**src/rtl/iit8_pkg.sv**
```systemverilog
// Shared constants of the eight-point inverse transform.
// Assumes: the pipeline depth is fixed by the structure of the network.
package iit8_pkg;
    localparam int PIPE_DEPTH = 4;   // register stages from input to output
    localparam int GUARD_BITS = 4;   // growth bits above the input width
    localparam int LANES      = 8;   // points per vector
endpackage

```
**src/rtl/iit8_even.sv**
```systemverilog
// Even half of the network: lanes 0,2,4,6 in, four even terms out after
// three register stages (the third only aligns with the odd half).
// Assumes inputs are already sign-extended to the working width W.
module iit8_even #(
    parameter int W = 20
) (
    input  logic                clk,
    input  logic                rst_n,
    input  logic signed [W-1:0] x0,
    input  logic signed [W-1:0] x2,
    input  logic signed [W-1:0] x4,
    input  logic signed [W-1:0] x6,
    output logic signed [W-1:0] e0,
    output logic signed [W-1:0] e1,
    output logic signed [W-1:0] e2,
    output logic signed [W-1:0] e3
);
    logic signed [W-1:0] p_q, q_q, r_q, s_q;
    logic signed [W-1:0] t0_q, t1_q, t2_q, t3_q;

    // Stage 1: sum/difference of lanes 0,4 and half-weighted pair 2,6.
    always_ff @(posedge clk) begin
        if (!rst_n) begin
            {p_q, q_q, r_q, s_q} <= '0;
        end else begin
            p_q <= x0 + x4;
            q_q <= x0 - x4;
            r_q <= (x2 >>> 1) - x6;
            s_q <= x2 + (x6 >>> 1);
        end
    end

    // Stage 2: combine into the four even terms.
    always_ff @(posedge clk) begin
        if (!rst_n) begin
            {t0_q, t1_q, t2_q, t3_q} <= '0;
        end else begin
            t0_q <= p_q + s_q;
            t1_q <= q_q + r_q;
            t2_q <= q_q - r_q;
            t3_q <= p_q - s_q;
        end
    end

    // Stage 3: delay to match the odd half.
    always_ff @(posedge clk) begin
        if (!rst_n) begin
            {e0, e1, e2, e3} <= '0;
        end else begin
            e0 <= t0_q;
            e1 <= t1_q;
            e2 <= t2_q;
            e3 <= t3_q;
        end
    end
endmodule

```
**src/rtl/iit8_odd.sv**
```systemverilog
// Odd half of the network: lanes 1,3,5,7 in, four odd terms out after
// three register stages. Uses x + x/2 for the 3/2 weights and
// quarter-weight shifts for the cross coupling.
// Assumes inputs are already sign-extended to the working width W.
module iit8_odd #(
    parameter int W = 20
) (
    input  logic                clk,
    input  logic                rst_n,
    input  logic signed [W-1:0] x1,
    input  logic signed [W-1:0] x3,
    input  logic signed [W-1:0] x5,
    input  logic signed [W-1:0] x7,
    output logic signed [W-1:0] o0,
    output logic signed [W-1:0] o1,
    output logic signed [W-1:0] o2,
    output logic signed [W-1:0] o3
);
    logic signed [W-1:0] m1_q, m3_q, m5_q, m7_q;   // pair sums
    logic signed [W-1:0] h1_q, h3_q, h5_q, h7_q;   // 3/2-weighted lanes
    logic signed [W-1:0] u1_q, u3_q, u5_q, u7_q;

    // Stage 1: pair sums and 3/2-weighted single lanes.
    always_ff @(posedge clk) begin
        if (!rst_n) begin
            {m1_q, m3_q, m5_q, m7_q} <= '0;
            {h1_q, h3_q, h5_q, h7_q} <= '0;
        end else begin
            m1_q <= x5 - x3;
            m3_q <= x1 + x7;
            m5_q <= x7 - x1;
            m7_q <= x3 + x5;
            h1_q <= x7 + (x7 >>> 1);
            h3_q <= x3 + (x3 >>> 1);
            h5_q <= x5 + (x5 >>> 1);
            h7_q <= x1 + (x1 >>> 1);
        end
    end

    // Stage 2: complete the four odd intermediates.
    always_ff @(posedge clk) begin
        if (!rst_n) begin
            {u1_q, u3_q, u5_q, u7_q} <= '0;
        end else begin
            u1_q <= m1_q - h1_q;
            u3_q <= m3_q - h3_q;
            u5_q <= m5_q + h5_q;
            u7_q <= m7_q + h7_q;
        end
    end

    // Stage 3: quarter-weight cross coupling, ordered for the butterfly.
    always_ff @(posedge clk) begin
        if (!rst_n) begin
            {o0, o1, o2, o3} <= '0;
        end else begin
            o0 <= u7_q - (u1_q >>> 2);
            o1 <= (u3_q >>> 2) - u5_q;
            o2 <= u3_q + (u5_q >>> 2);
            o3 <= u1_q + (u7_q >>> 2);
        end
    end
endmodule

```
**src/rtl/iit8_bfly.sv**
```systemverilog
// Mirrored output butterfly: y[k] = ev[k] + od[k], y[7-k] = ev[k] - od[k].
// One register stage. Assumes W already carries the growth bits.
module iit8_bfly #(
    parameter int W = 20
) (
    input  logic                clk,
    input  logic                rst_n,
    input  logic signed [W-1:0] ev [4],
    input  logic signed [W-1:0] od [4],
    output logic signed [W-1:0] y  [8]
);
    for (genvar k = 0; k < 4; k++) begin : g_pair
        // Sum lane k and difference lane 7-k of one butterfly pair.
        always_ff @(posedge clk) begin
            if (!rst_n) begin
                y[k]     <= '0;
                y[7 - k] <= '0;
            end else begin
                y[k]     <= ev[k] + od[k];
                y[7 - k] <= ev[k] - od[k];
            end
        end
    end
endmodule

```
**src/rtl/iit8_core.sv**
```systemverilog
// One-dimensional eight-point inverse integer transform, four-stage
// pipeline, one vector per cycle. Data advances every cycle; in_valid
// only travels alongside. Assumes the caller handles dequantisation,
// transposition and final rounding/clipping.
module iit8_core #(
    parameter int IN_W  = 16,
    parameter int GUARD = iit8_pkg::GUARD_BITS
) (
    input  logic                                  clk,
    input  logic                                  rst_n,
    input  logic                                  in_valid,
    input  logic [iit8_pkg::LANES*IN_W-1:0]       in_coef,
    output logic                                  out_valid,
    output logic [iit8_pkg::LANES*(IN_W+GUARD)-1:0] out_res
);
    localparam int OUT_W = IN_W + GUARD;
    localparam int N     = iit8_pkg::LANES;
    localparam int DEPTH = iit8_pkg::PIPE_DEPTH;

    logic signed [OUT_W-1:0] xw [N];
    logic signed [OUT_W-1:0] ev [4];
    logic signed [OUT_W-1:0] od [4];
    logic signed [OUT_W-1:0] yw [N];
    logic [DEPTH-1:0]        vld_q;

    // Split the input bus into sign-extended lanes and pack the results.
    for (genvar k = 0; k < N; k++) begin : g_lane
        assign xw[k] = OUT_W'($signed(in_coef[k*IN_W +: IN_W]));
        assign out_res[k*OUT_W +: OUT_W] = yw[k];
    end

    iit8_even #(.W(OUT_W)) u_even (
        .clk(clk), .rst_n(rst_n),
        .x0(xw[0]), .x2(xw[2]), .x4(xw[4]), .x6(xw[6]),
        .e0(ev[0]), .e1(ev[1]), .e2(ev[2]), .e3(ev[3])
    );

    iit8_odd #(.W(OUT_W)) u_odd (
        .clk(clk), .rst_n(rst_n),
        .x1(xw[1]), .x3(xw[3]), .x5(xw[5]), .x7(xw[7]),
        .o0(od[0]), .o1(od[1]), .o2(od[2]), .o3(od[3])
    );

    iit8_bfly #(.W(OUT_W)) u_bfly (
        .clk(clk), .rst_n(rst_n),
        .ev(ev), .od(od), .y(yw)
    );

    // Valid flag shift register matching the data latency.
    always_ff @(posedge clk) begin
        if (!rst_n) vld_q <= '0;
        else        vld_q <= {vld_q[DEPTH-2:0], in_valid};
    end

    assign out_valid = vld_q[DEPTH-1];
endmodule

```
**config.mk**
```make
export PLATFORM = sky130hd
export DESIGN_NAME = iit8_core
export DESIGN_NICKNAME = d
export VERILOG_FILES = /design/src/rtl/iit8_pkg.sv /design/src/rtl/iit8_even.sv /design/src/rtl/iit8_odd.sv /design/src/rtl/iit8_bfly.sv /design/src/rtl/iit8_core.sv
export SDC_FILE = /design/constraint.sdc
export NUM_CORES = 2
export LEC_CHECK = 0
export ABC_AREA = 0
export BUFFER_PORTS_ARGS = -buffer_cell sky130_fd_sc_hd__buf_2
export CAP_MARGIN = 30
export CORE_UTILIZATION = 50
export CTS_CLUSTER_SIZE = 24
export DETAILED_ROUTE_END_ITERATION = 6
export HOLD_SLACK_MARGIN = 0.15
export PLACE_DENSITY = 0.78
export SLEW_MARGIN = 10
export SYNTH_ARGS = -nofsm -noshare
export SYNTH_HDL_FRONTEND = slang
export SYNTH_SLANG_ARGS = --single-unit
```
**constraint.sdc**
```tcl
create_clock -name clk -period 2.61 [get_ports clk]
set_input_delay 0.261 -clock clk [delete_from_list [all_inputs] [get_ports clk]]
set_output_delay 0.261 -clock clk [all_outputs]
set_load 0.03 [all_outputs]
```
==> results.sh <==
export IMPL_status="finished clean"
export IMPL_drt_pass1_iterations=7
export IMPL_clkTransAtPathRegs_ns=0.06
export IMPL_cap_violations=0
export IMPL_synth_top_area_share_pct=32.1
export IMPL_remaining_drc_errors=0
export IMPL_hpwlAfterDp_um=97800
export IMPL_fill_cells=7258
export IMPL_htreeDepth=3
export IMPL_ios=292
export IMPL_power_density_mw_per_mm2=975
export IMPL_via_count=37318
export IMPL_io_buffers=291
export IMPL_drt_iter0_markers=2501
export IMPL_period_share_pct=99.4
export IMPL_syn_to_final_growth_pct=20.1
export IMPL_antenna_left=0
export IMPL_fin_area_mm2=0.0507
export IMPL_drive_above_1_share_pct=16.2
export IMPL_synthFlopType="dfxtp_1"
export IMPL_hold_violations=0
export IMPL_grt_pass1_wl_um=188000
export IMPL_die_y_um=293
export IMPL_cts_buffer_depth=3
export IMPL_rsz0062_at_grt="yes"
export IMPL_skew_ns=0.0395
export IMPL_clk_insertion_delay_late_ns=0.64
export IMPL_dieArea_mm2=0.0856
export IMPL_criticalPathCategory="register to register"
export IMPL_antenna_found_initial=8
export IMPL_hp_class="input port to register"
export IMPL_period_minus_slack_ns=2.59
export IMPL_synth_edf_count=0
export IMPL_fin_ws_ns=0.0154
export IMPL_syn_inst=5042
export IMPL_synthesis_nets=5757
export IMPL_syn_area_per_cell_um2=8.38
export IMPL_worstPathMaxFanout=5
export IMPL_gp_congestion=0.984
export IMPL_async_flop_share_pct=0
export IMPL_multiInputGateArea_mm2=0.0271
export IMPL_grt_max_degree=78
export IMPL_rows=106
export IMPL_dpl_cell_area_mm2=0.0466
export IMPL_tightestPinTransition_ns=0.704
export IMPL_fin_setup_tns_ns=0
export IMPL_slew_limit_headroom_pct=53.0
export IMPL_synthTopCellsByArea="dfxtp_1 (32%), ha_1 (16%), nor2_1 (5.4%), xnor2_1 (4.5%), a21oi_1 (4.5%)"
export IMPL_cts_tree="built"
export IMPL_slew_viol_final=0
export IMPL_cts_root_buffer="clkbuf_16"
export IMPL_crit_required_ns=3.18
export IMPL_setup_viol=0
export IMPL_max_freq_mhz=385
export IMPL_peakVddDrop_mv=0.543
export IMPL_route_detailed_wl_per_inst_um=18.3
export IMPL_first_global_vias=35236
export IMPL_startpoint_type="register"
export IMPL_die_x_um=293
export IMPL_hold_ws_ns=0.177
export IMPL_p_leak_nw=24.2
export IMPL_seqCellArea_mm2=0.0136
export IMPL_initial_core_util_pct=50.5
export IMPL_critical_path_arrival_ns=3.17
export IMPL_cts_buffers_inserted=76
export IMPL_final_nets=6301
export IMPL_synth_top_cell_by_area="dfxtp_1"
export IMPL_fin_util_pct=60.7
export IMPL_critPathCaptureType="register"
export IMPL_routed_via_density=5.54
export IMPL_synth_distinct_cells=81
export IMPL_cts_sinks=677
export IMPL_holdPathStages=4
export IMPL_synth_area_mm2=0.0422
export IMPL_grt_overflow=0
export IMPL_yosysSeqAreaShare_pct=32.1
export IMPL_routed_wl_um=123000
export IMPL_yosysWarnings=0
export IMPL_pre_cts_ws_ns=-0.185
export IMPL_ys_ff_latch=677
export IMPL_reg2reg_depth=10
export IMPL_grtUsageTotal_pct=27.6
export IMPL_core_mm2=0.0836
report_power, final:
part / total [mW] / internal (mW) / switching, mW
Sequential: 14.3 / 12.9 / 1.43
Combinational: 23.5 / 9.50 / 14.0
Clock: 11.7 / 7.14 / 4.53
sequential cells by signal, indices dropped and copies added (netlist names), 19 cells and up:
register     count
u_odd.u5_q      20
u_odd.o3        20
u_even.t3_q     20
u_even.e1       19
u_bfly.y       156
u_even.t1_q     19
u_odd.u1_q      20
u_even.e3       20
u_even.t2_q     20
u_odd.u7_q      20
u_even.e0       19
u_odd.o1        20
u_even.t0_q     19
u_even.e2       20
u_odd.o2        20
u_odd.u3_q      20
u_odd.o0        20
worst max-delay path, stage by stage (launching register included):
cell       delay (ns)
dfxtp_1          0.35
inv_1            0.05
ha_1             0.34
inv_1            0.13
a2111oi_1        0.54
a21o_1           0.20
a21oi_1          0.04
buf_4            0.20
and4_1           0.18
or3_1            0.36
a21oi_2          0.13
final timing paths:
check | startpoint | to | slack (ns)
setup / recovery | u_odd.o3[9] | u_bfly.y[98] | 0.02
hold / removal | in_coef[38] | u_even.s_q[6] | 0.18
setup reg to reg | u_odd.o3[9] | u_bfly.y[98] | 0.02
hold reg to reg | u_even.t1_q[1] | u_even.e1[1] | 0.43
what timing repair did:
action | CTS | global route
buffers inserted | 2 | 9
endpoints found under the setup margin | 42 | 148
hold endpoints to repair | 44 | 0
resized for setup | 35 | 194
hold buffers | 44 | 0
gates cloned | 0 | 0
pin swaps | 15 | 52
layout by cell type, fill, tap and decap left out, types with 20 or more instances in the layout:
| cell | synthesis | layout |
|---|---|---|
| and2_1 | 131 | 131 |
| and3_1 | 32 | 31 |
| xnor2_1 | 216 | 215 |
| a21oi_1 | 376 | 345 |
| o21ai_1 | 6 | 24 |
| nor3_1 | 132 | 131 |
| nor2b_1 | 81 | 71 |
| or3_1 | 50 | 48 |
| o21ai_0 | 237 | 205 |
| nor4_1 | 24 | 23 |
| o21a_1 | 64 | 64 |
| inv_1 | 458 | 454 |
| buf_2 | 3 | 290 |
| ha_1 | 552 | 544 |
| o21bai_1 | 81 | 80 |
| nand4_1 | 27 | 27 |
| a31oi_1 | 46 | 42 |
| mux2i_1 | 52 | 52 |
| nand3_1 | 69 | 69 |
| buf_4 | 4 | 290 |
| nor2_1 | 612 | 608 |
| a21oi_2 | 0 | 31 |
| fa_1 | 32 | 20 |
| dfxtp_1 | 677 | 670 |
| a21o_1 | 136 | 136 |
| o31ai_1 | 39 | 31 |
| a211oi_1 | 32 | 23 |
| nor3b_1 | 35 | 30 |
| xor2_1 | 110 | 109 |
| clkbuf_16 | 0 | 78 |
| nand2b_1 | 98 | 98 |
| dlygate4sd3_1 | 0 | 44 |
| nand2_1 | 203 | 202 |
synthesized netlist by cell type, types with 33 or more instances:
master / n
a21boi_0: 33
a21o_1: 136
a21oi_1: 376
a31oi_1: 46
and2_1: 131
clkbuf_1: 150
dfxtp_1: 677
ha_1: 552
inv_1: 458
mux2i_1: 52
nand2_1: 203
nand2b_1: 98
nand3_1: 69
nor2_1: 612
nor2b_1: 81
nor3_1: 132
nor3b_1: 35
o21a_1: 64
o21ai_0: 237
o21bai_1: 81
o31ai_1: 39
or3_1: 50
xnor2_1: 216
xor2_1: 110
final cells by class:
type | instances | share of cell area (%)
diodes | 5 | 0.0247
clock buffers | 107 | 4.44
clock inverters | 32 | 0.999
inverters | 461 | 3.43
multi-input cells | 3738 | 53.4
flip-flops and latches | 677 | 26.7
well taps | 1080 | 2.66
repair buffers | 632 | 8.32
per-layer routing:
| metal | wire length (um) | GRT usage (%) |
|---|---|---|
| met1 | 54100 | 35.6 |
| met2 | 58700 | 47.1 |
| met3 | 6570 | 3.01 |
| met4 | 4100 | 10.3 |
| met5 | 0 | 0 |
kinds of logic (layout without fill, tap and decap cells):
| group | count (synthesis) | count (layout) | synth area share [%] |
|---|---|---|---|
| multiplexers | 53 | 53 | 1.26 |
| AO/OA/AOI/OAI | 1241 | 1241 | 18.9 |
| flip-flops | 677 | 677 | 32.1 |
| buffers and inverters | 627 | 1232 | 5.62 |
| adder cells (fa/ha/maj) | 584 | 584 | 17.9 |
| other | 0 | 5 | 0 |
| XOR/XNOR | 326 | 326 | 6.76 |
| AND/OR/NAND/NOR | 1534 | 1534 | 17.5 |
through the flow:
stage          std cells  total power, mW
5_1_grt             6728             52.4
6_report            6732             49.5
3_3_place_gp        6533             36.4
2_1_floorplan       5042             29.4
3_5_place_dp        6533             36.6
4_1_cts             6718             48.6
Note: power is estimated with default switching activity, not from simulation.
